==> src/rtl/nand_gate_pkg.sv <==
package nand_gate_pkg;
  localparam int CMD_W = 8;

  localparam logic [CMD_W-1:0] OPC_RD_SETUP = 8'h00;
  localparam logic [CMD_W-1:0] OPC_RD_GO    = 8'h30;
  localparam logic [CMD_W-1:0] OPC_RD_SEQ   = 8'h31;
  localparam logic [CMD_W-1:0] OPC_RD_LAST  = 8'h3F;
  localparam logic [CMD_W-1:0] OPC_STAT     = 8'h70;
  localparam logic [CMD_W-1:0] OPC_STAT_X   = 8'h78;
  localparam logic [CMD_W-1:0] OPC_PG_SETUP = 8'h80;
  localparam logic [CMD_W-1:0] OPC_PG_MOVE  = 8'h85;
  localparam logic [CMD_W-1:0] OPC_PG_GO    = 8'h10;
  localparam logic [CMD_W-1:0] OPC_PG_QUEUE = 8'h11;
  localparam logic [CMD_W-1:0] OPC_PG_CACHE = 8'h15;
  localparam logic [CMD_W-1:0] OPC_RESET    = 8'hFF;

  typedef enum logic [1:0] {OP_IDLE, OP_PLAIN, OP_CPROG, OP_CREAD} op_e;
  typedef enum logic [1:0] {SU_NONE, SU_READ, SU_PROG} su_e;

  function automatic logic opc_known(input logic [CMD_W-1:0] c);
    return c inside {OPC_RD_SETUP, OPC_RD_GO, OPC_RD_SEQ, OPC_RD_LAST,
                     OPC_STAT, OPC_STAT_X, OPC_PG_SETUP, OPC_PG_MOVE,
                     OPC_PG_GO, OPC_PG_QUEUE, OPC_PG_CACHE, OPC_RESET};
  endfunction

  function automatic logic opc_always(input logic [CMD_W-1:0] c);
    return c inside {OPC_STAT, OPC_STAT_X, OPC_RESET};
  endfunction

  // Legality of a byte given both ready levels, busy kind and setup state
  function automatic logic opc_legal(input logic [CMD_W-1:0] c,
                                     input logic rdy, input logic ardy,
                                     input op_e op, input su_e su);
    logic ok;
    ok = 1'b0;
    if (opc_always(c)) begin
      ok = 1'b1;
    end else if (rdy && ardy) begin
      case (c)
        OPC_RD_SETUP, OPC_PG_SETUP, OPC_RD_SEQ: ok = 1'b1;
        OPC_RD_GO: ok = (su == SU_READ);
        OPC_PG_MOVE, OPC_PG_GO, OPC_PG_QUEUE, OPC_PG_CACHE: ok = (su == SU_PROG);
        default: ok = 1'b0;
      endcase
    end else if (rdy && op == OP_CPROG) begin
      case (c)
        OPC_PG_SETUP: ok = 1'b1;
        OPC_PG_MOVE, OPC_PG_GO, OPC_PG_CACHE: ok = (su == SU_PROG);
        default: ok = 1'b0;
      endcase
    end else if (rdy && op == OP_CREAD) begin
      ok = (c == OPC_RD_SEQ) || (c == OPC_RD_LAST);
    end
    return ok;
  endfunction
endpackage

==> src/rtl/nand_gate_decode.sv <==
module nand_gate_decode
  import nand_gate_pkg::*;
(
  input  logic [CMD_W-1:0] cmd_byte,
  input  logic             rdy,
  input  logic             ardy,
  input  op_e              op,
  input  su_e              su,
  output logic             legal,
  output logic             known,
  output logic             always_ok
);
  always_comb begin
    known     = opc_known(cmd_byte);
    always_ok = opc_always(cmd_byte);
    legal     = opc_legal(cmd_byte, rdy, ardy, op, su);
  end
endmodule

==> src/rtl/nand_gate_busy.sv <==
module nand_gate_busy
  import nand_gate_pkg::*;
(
  input  logic             clk,
  input  logic             rst_n,
  input  logic             take,
  input  logic [CMD_W-1:0] cmd_byte,
  input  logic             phase_done,
  input  logic             array_done,
  output logic             rdy,
  output logic             ardy,
  output op_e              op
);
  logic enter_plain, enter_cprog, enter_cread, take_reset;
  logic phase_end, array_end, cached_op;

  assign enter_plain = take && (cmd_byte inside {OPC_RD_GO, OPC_PG_GO, OPC_PG_QUEUE, OPC_RD_LAST});
  assign enter_cprog = take && (cmd_byte == OPC_PG_CACHE);
  assign enter_cread = take && (cmd_byte == OPC_RD_SEQ);
  assign take_reset  = take && (cmd_byte == OPC_RESET);
  assign phase_end   = !take && !rdy && phase_done;
  assign array_end   = !take && rdy && !ardy && array_done;
  assign cached_op   = (op == OP_CPROG) || (op == OP_CREAD);

  always_ff @(posedge clk) begin
    if (!rst_n) begin
      rdy  <= 1'b1;
      ardy <= 1'b1;
      op   <= OP_IDLE;
    end else if (take_reset) begin
      rdy  <= 1'b1;
      ardy <= 1'b1;
      op   <= OP_IDLE;
    end else if (enter_plain || enter_cprog || enter_cread) begin
      rdy  <= 1'b0;
      ardy <= 1'b0;
      op   <= enter_cprog ? OP_CPROG : (enter_cread ? OP_CREAD : OP_PLAIN);
    end else if (phase_end) begin
      rdy <= 1'b1;
      if (!cached_op) begin
        ardy <= 1'b1;
        op   <= OP_IDLE;
      end
    end else if (array_end) begin
      ardy <= 1'b1;
      op   <= OP_IDLE;
    end
  end

  AST_BUSY_BOTH_LOW: assert property (@(posedge clk) disable iff (!rst_n)
    !rdy |-> !ardy);
  AST_CACHED_SPLIT: assert property (@(posedge clk) disable iff (!rst_n)
    (phase_end && cached_op) |=> (rdy && !ardy));
  AST_PLAIN_BOTH_UP: assert property (@(posedge clk) disable iff (!rst_n)
    (phase_end && op == OP_PLAIN) |=> (rdy && ardy));
  AST_RESET_READY: assert property (@(posedge clk) disable iff (!rst_n)
    take_reset |=> (rdy && ardy));
endmodule

==> src/rtl/nand_gate_setup.sv <==
module nand_gate_setup
  import nand_gate_pkg::*;
(
  input  logic             clk,
  input  logic             rst_n,
  input  logic             take,
  input  logic [CMD_W-1:0] cmd_byte,
  output su_e              su,
  output logic             clr_pulse
);
  logic tp_queued;
  logic take_pg_setup, take_close, take_queue, take_drop_q;

  assign take_pg_setup = take && (cmd_byte == OPC_PG_SETUP);
  assign take_queue    = take && (cmd_byte == OPC_PG_QUEUE);
  assign take_close    = take && (cmd_byte inside {OPC_RD_GO, OPC_PG_GO, OPC_PG_QUEUE,
                                                   OPC_PG_CACHE, OPC_RESET});
  assign take_drop_q   = take && (cmd_byte inside {OPC_PG_GO, OPC_PG_CACHE,
                                                   OPC_RD_SETUP, OPC_RESET});

  always_ff @(posedge clk) begin
    if (!rst_n) begin
      su        <= SU_NONE;
      tp_queued <= 1'b0;
      clr_pulse <= 1'b0;
    end else begin
      clr_pulse <= take_pg_setup && !tp_queued;
      if (take_pg_setup)
        su <= SU_PROG;
      else if (take && cmd_byte == OPC_RD_SETUP)
        su <= SU_READ;
      else if (take_close)
        su <= SU_NONE;
      if (take_queue)
        tp_queued <= 1'b1;
      else if (take_drop_q)
        tp_queued <= 1'b0;
    end
  end

  AST_CLR_WITHHELD: assert property (@(posedge clk) disable iff (!rst_n)
    (take_pg_setup && tp_queued) |=> !clr_pulse);
  AST_CLR_HAS_CAUSE: assert property (@(posedge clk) disable iff (!rst_n)
    clr_pulse |-> $past(take_pg_setup));
  AST_RESET_DROPS_Q: assert property (@(posedge clk) disable iff (!rst_n)
    (take && cmd_byte == OPC_RESET) |=> (!tp_queued && su == SU_NONE));
endmodule

==> src/rtl/nand_cmd_gate.sv <==
module nand_cmd_gate
  import nand_gate_pkg::*;
(
  input  logic             clk,
  input  logic             rst_n,
  input  logic             cmd_valid,
  input  logic [CMD_W-1:0] cmd_byte,
  input  logic             phase_done,
  input  logic             array_done,
  output logic             cmd_ok,
  output logic             cmd_bad,
  output logic             die_rdy,
  output logic             die_ardy,
  output logic             cache_clr
);
  op_e  op;
  su_e  su;
  logic legal, known, always_ok, take;

  nand_gate_decode u_decode (
    .cmd_byte  (cmd_byte),
    .rdy       (die_rdy),
    .ardy      (die_ardy),
    .op        (op),
    .su        (su),
    .legal     (legal),
    .known     (known),
    .always_ok (always_ok)
  );

  assign take = cmd_valid && legal;

  nand_gate_busy u_busy (
    .clk        (clk),
    .rst_n      (rst_n),
    .take       (take),
    .cmd_byte   (cmd_byte),
    .phase_done (phase_done),
    .array_done (array_done),
    .rdy        (die_rdy),
    .ardy       (die_ardy),
    .op         (op)
  );

  nand_gate_setup u_setup (
    .clk       (clk),
    .rst_n     (rst_n),
    .take      (take),
    .cmd_byte  (cmd_byte),
    .su        (su),
    .clr_pulse (cache_clr)
  );

  always_ff @(posedge clk) begin
    if (!rst_n) begin
      cmd_ok  <= 1'b0;
      cmd_bad <= 1'b0;
    end else begin
      cmd_ok  <= take;
      cmd_bad <= cmd_valid && !legal;
    end
  end

  AST_ONE_VERDICT: assert property (@(posedge clk) disable iff (!rst_n)
    !(cmd_ok && cmd_bad));
  AST_VERDICT_NEXT: assert property (@(posedge clk) disable iff (!rst_n)
    cmd_valid |=> (cmd_ok || cmd_bad));
  AST_REJECT_HOLDS: assert property (@(posedge clk) disable iff (!rst_n)
    (cmd_valid && !legal && !phase_done && !array_done) |=> ($stable(die_rdy) && $stable(die_ardy)));
  AST_BUSY_FILTER: assert property (@(posedge clk) disable iff (!rst_n)
    (cmd_valid && !die_rdy && !always_ok) |=> cmd_bad);
  AST_UNKNOWN_REJ: assert property (@(posedge clk) disable iff (!rst_n)
    (cmd_valid && !known) |=> cmd_bad);
endmodule

==> config.mk <==
export PLATFORM = sky130hd
export DESIGN_NAME = nand_cmd_gate
export DESIGN_NICKNAME = d
export VERILOG_FILES = /design/src/rtl/nand_gate_pkg.sv /design/src/rtl/nand_gate_decode.sv /design/src/rtl/nand_gate_busy.sv /design/src/rtl/nand_gate_setup.sv /design/src/rtl/nand_cmd_gate.sv
export SDC_FILE = /design/constraint.sdc
export NUM_CORES = 1
export LEC_CHECK = 0
export BUFFER_PORTS_ARGS = -buffer_cell sky130_fd_sc_hd__buf_4
export CAP_MARGIN = 20
export CORE_MARGIN = 1.5
export CORE_UTILIZATION = 52
export DETAILED_ROUTE_END_ITERATION = 8
export PLACE_DENSITY = 0.77
export SLEW_MARGIN = 0
export SYNTH_ARGS = -nofsm -noshare
export SYNTH_HDL_FRONTEND = slang
export SYNTH_SLANG_ARGS = --single-unit
==> constraint.sdc <==
create_clock -name clk -period 3.3 [get_ports clk]
set_clock_uncertainty 0.1 [all_clocks]
set_input_delay 0.495 -clock clk [delete_from_list [all_inputs] [get_ports clk]]
set_output_delay 0.495 -clock clk [all_outputs]
set_load 0.02 [all_outputs]
==> results by group <==
Routing
  • Vias per cell: 6.26
  • Pre-Repair DR Iteration Count: 4
  • DRT Wirelength: 1.84 mm
  • WL/cell: 13.9 µm
  • Post-route DRC: 0
  • DR iter-0 viols: 37
  • Final ANT Viol Nets: 0
  • Via count: 826

Power
  • Pwr Density: 302 mW/mm²
  • Worst VDD drop: 0.240 mV
  • LEAKAGE: 0.355 nW

GRT
  • First-pass GRT wire length: 3.24 mm
  • Number of global-route vias before repair: 756
  • Largest net degree at the start of global routing: 12
  • GRT Resource Usage Total: 23.6%
  • GRT Residual Overflow: 0
  • Initial antenna violation count: 0

Outcome
  • Status: finished clean

CTS
  • Worst-Skew Late Latency: 0.27 ns
  • CTS sink cnt: 10
  • TritonCTS buffer count: 3
  • H-tree levels: 1
  • CTS tree: done
  • Cts repair resizes: 0
  • Clock root buffer: clkbuf_4
  • Clock Pin Slew Worst Setup and Hold Paths: 0.06 ns
  • CTS Hold Bufs: 0
  • Max Buffers Root-to-Sink: 2
  • Post-CTS Setup Inserts: 0

Yosys
  • Post-synth EDFFs: 0
  • Synth area leader: dfxtp_1
  • Post-Syn Area: 805 µm²
  • Synth area leaders: dfxtp_1 (25%), buf_6 (7.0%), nor2_1 (4.7%), nor4_1 (3.9%), nand3_1 (3.7%)
  • Async set or reset register ratio after synthesis: 0%
  • Syn Nets: 113
  • Yosys warns: 0
  • Share of the synthesized area in the top cell type: 24.9%
  • Mean Syn Cell Area: 8.05 µm²
  • Post-synthesis cell count: 100
  • Main synth FF type: dfxtp_1
  • Seq/Total Area, Yosys: 24.9%
  • Synth unique cells: 42
  • Register bit total from synthesis: 10

STA
  • Min Clock Period, post-route: 2.53 ns
  • Setup_tns: 0 ns
  • Max-slew violations: 0
  • Pin slew with the least headroom to its limit: 0.696 ns
  • FMAX: 0.395 GHz
  • Period utilization: 76.8%
  • Max-Slew Margin vs Limit: 53.2%
  • Setup violations, final: 0
  • Unrepaired setup endpoints after global routing: false
  • Final Hold Fails: 0

Floorplan
  • Die Wd: 42.3 µm
  • Die footprint: 0.00179 mm²
  • IO Pins: 18
  • Starting density of the core: 54.7%
  • Core Rows: 14
  • Core Box Area: 0.00147 mm²
  • Die H: 42.3 µm

Placement
  • Hpwl dp: 1.39 mm
  • PortBufs: 17
  • RePlAce Congestion: 0.867
  • DP Area: 898 µm²

Layout
  • P&R area growth vs syn: 16.2%
  • Fillers: 139
  • Most common cell after layout, fill and taps aside: buf_4
  • Finished Cell Area: 935 µm²
  • Layout cells sized above 1: 25.9%
  • # nets final: 130
  • Most frequent cells in the layout: buf_4 (18), nor2_1 (10), dfxtp_1 (10)
  • N_diodes: 0

Worst setup path
  • Worst path cell trace: buf_4 > nor4_1 > a41oi_1 > o221ai_2 > o22a_1 > o211ai_1 > a32o_1
  • Worst EP arrival: 2.60 ns
  • CP peak stage delay: 0.62 ns
  • Slowest CP cell: nor4_1
  • CP Data Required Time: 3.37 ns
  • Startpoint Class: input port
  • Critical path capture point type: register
  • Setup CP Type: input port to register
  • Crit Path Max Fanout: 11

Job
  • Number of max-cap violations: 0

Worst hold path
  • HP Class: register to register
-- synthesized netlist by cell type (2+ instances only) --
cell type,count
dfxtp_1,10
buf_6,5
and4_1,2
nor2_1,10
xnor2_1,2
nand4_1,4
a31oi_1,3
o211ai_1,2
o21ai_0,3
nand3_1,6
nor3b_1,2
a21oi_1,2
o2111ai_1,3
nand2_1,7
nor3_1,2
o32a_1,2
inv_1,6
nor4_1,5
-- power breakdown --
part / switching (mW) / internal [mW]
combinational: 0.0269 / 0.0200
sequential: 0.000183 / 0.121
clock: 0.0464 / 0.0671
total: 0.0735 / 0.208
-- cell type report --
cell class / count / area, µm² / share of cell area, %
well taps: 16 / 20.0 / 2.14
multi-input cells: 78 / 520 / 55.7
inverters: 6 / 22.5 / 2.41
flip-flops and latches: 10 / 200 / 21.4
repair buffers: 18 / 135 / 14.5
clock buffers: 4 / 36.3 / 3.88
-- critical path, delay by kind of cell --
family,cells,cell delay [ns]
buffers and inverters,1,0.15
AND/OR/NAND/NOR,1,0.62
AO/OA/AOI/OAI,5,1.33
-- registers in the layout, summed over array words and instances, names as in the netlist --
name	cells
cmd_ok	1
u_busy.rdy	1
u_setup.tp_queued	1
u_setup.clr_pulse	1
u_busy.ardy	1
u_setup.su	2
cmd_bad	1
u_busy.op	2
-- kinds of logic (layout without fill, tap and decap cells) --
family | Yosys count | after routing | share of synthesized area [%]
simple gates | 47 | 47 | 33.4
compound gates | 27 | 27 | 26.8
buf+inv | 12 | 28 | 10.4
flops | 10 | 10 | 24.9
xor+xnor | 3 | 3 | 3.27
mux | 1 | 1 | 1.24
-- worst paths after layout --
kind / start / end / slack (ns) / cells past startpoint
hold reg to reg: u_setup.tp_queued$_SDFFE_PN0P_ / u_setup.clr_pulse$_SDFF_PN0_ / 0.33 / 1
setup / recovery: cmd_byte[2] / u_setup.tp_queued$_SDFFE_PN0P_ / 0.77 / 7
setup reg to reg: u_setup.su[1]$_SDFFE_PN0P_ / u_busy.op[1]$_SDFFE_PP0P_ / 1.27 / 6
hold / removal: u_setup.tp_queued$_SDFFE_PN0P_ / u_setup.clr_pulse$_SDFF_PN0_ / 0.33 / 1
-- routing by layer --
layer	wire length [µm]	global-route usage (%)
met1	878	31.3
met4	29	9.38
met5	0	0
met3	128	7.76
met2	797	35.1
-- per-stage QoR --
| step | total power, mW | hold slack, ns | cells | worst slack [ns] | utilization (%) |
|---|---|---|---|---|---|
| after floorplan | 0.155 | 0.299 | 100 | 0.829 | - |
| after global placement | 0.170 | 0.322 | 128 | 0.610 | 61.1 |
| after detailed placement | 0.170 | 0.319 | 128 | 0.556 | 61.1 |
| after CTS | 0.281 | 0.331 | 132 | 0.847 | 63.5 |
| after global routing | 0.293 | 0.360 | 132 | 0.674 | 63.5 |
| final | 0.282 | 0.329 | 132 | 0.766 | 63.5 |
Power figures use the tool's default switching activity.
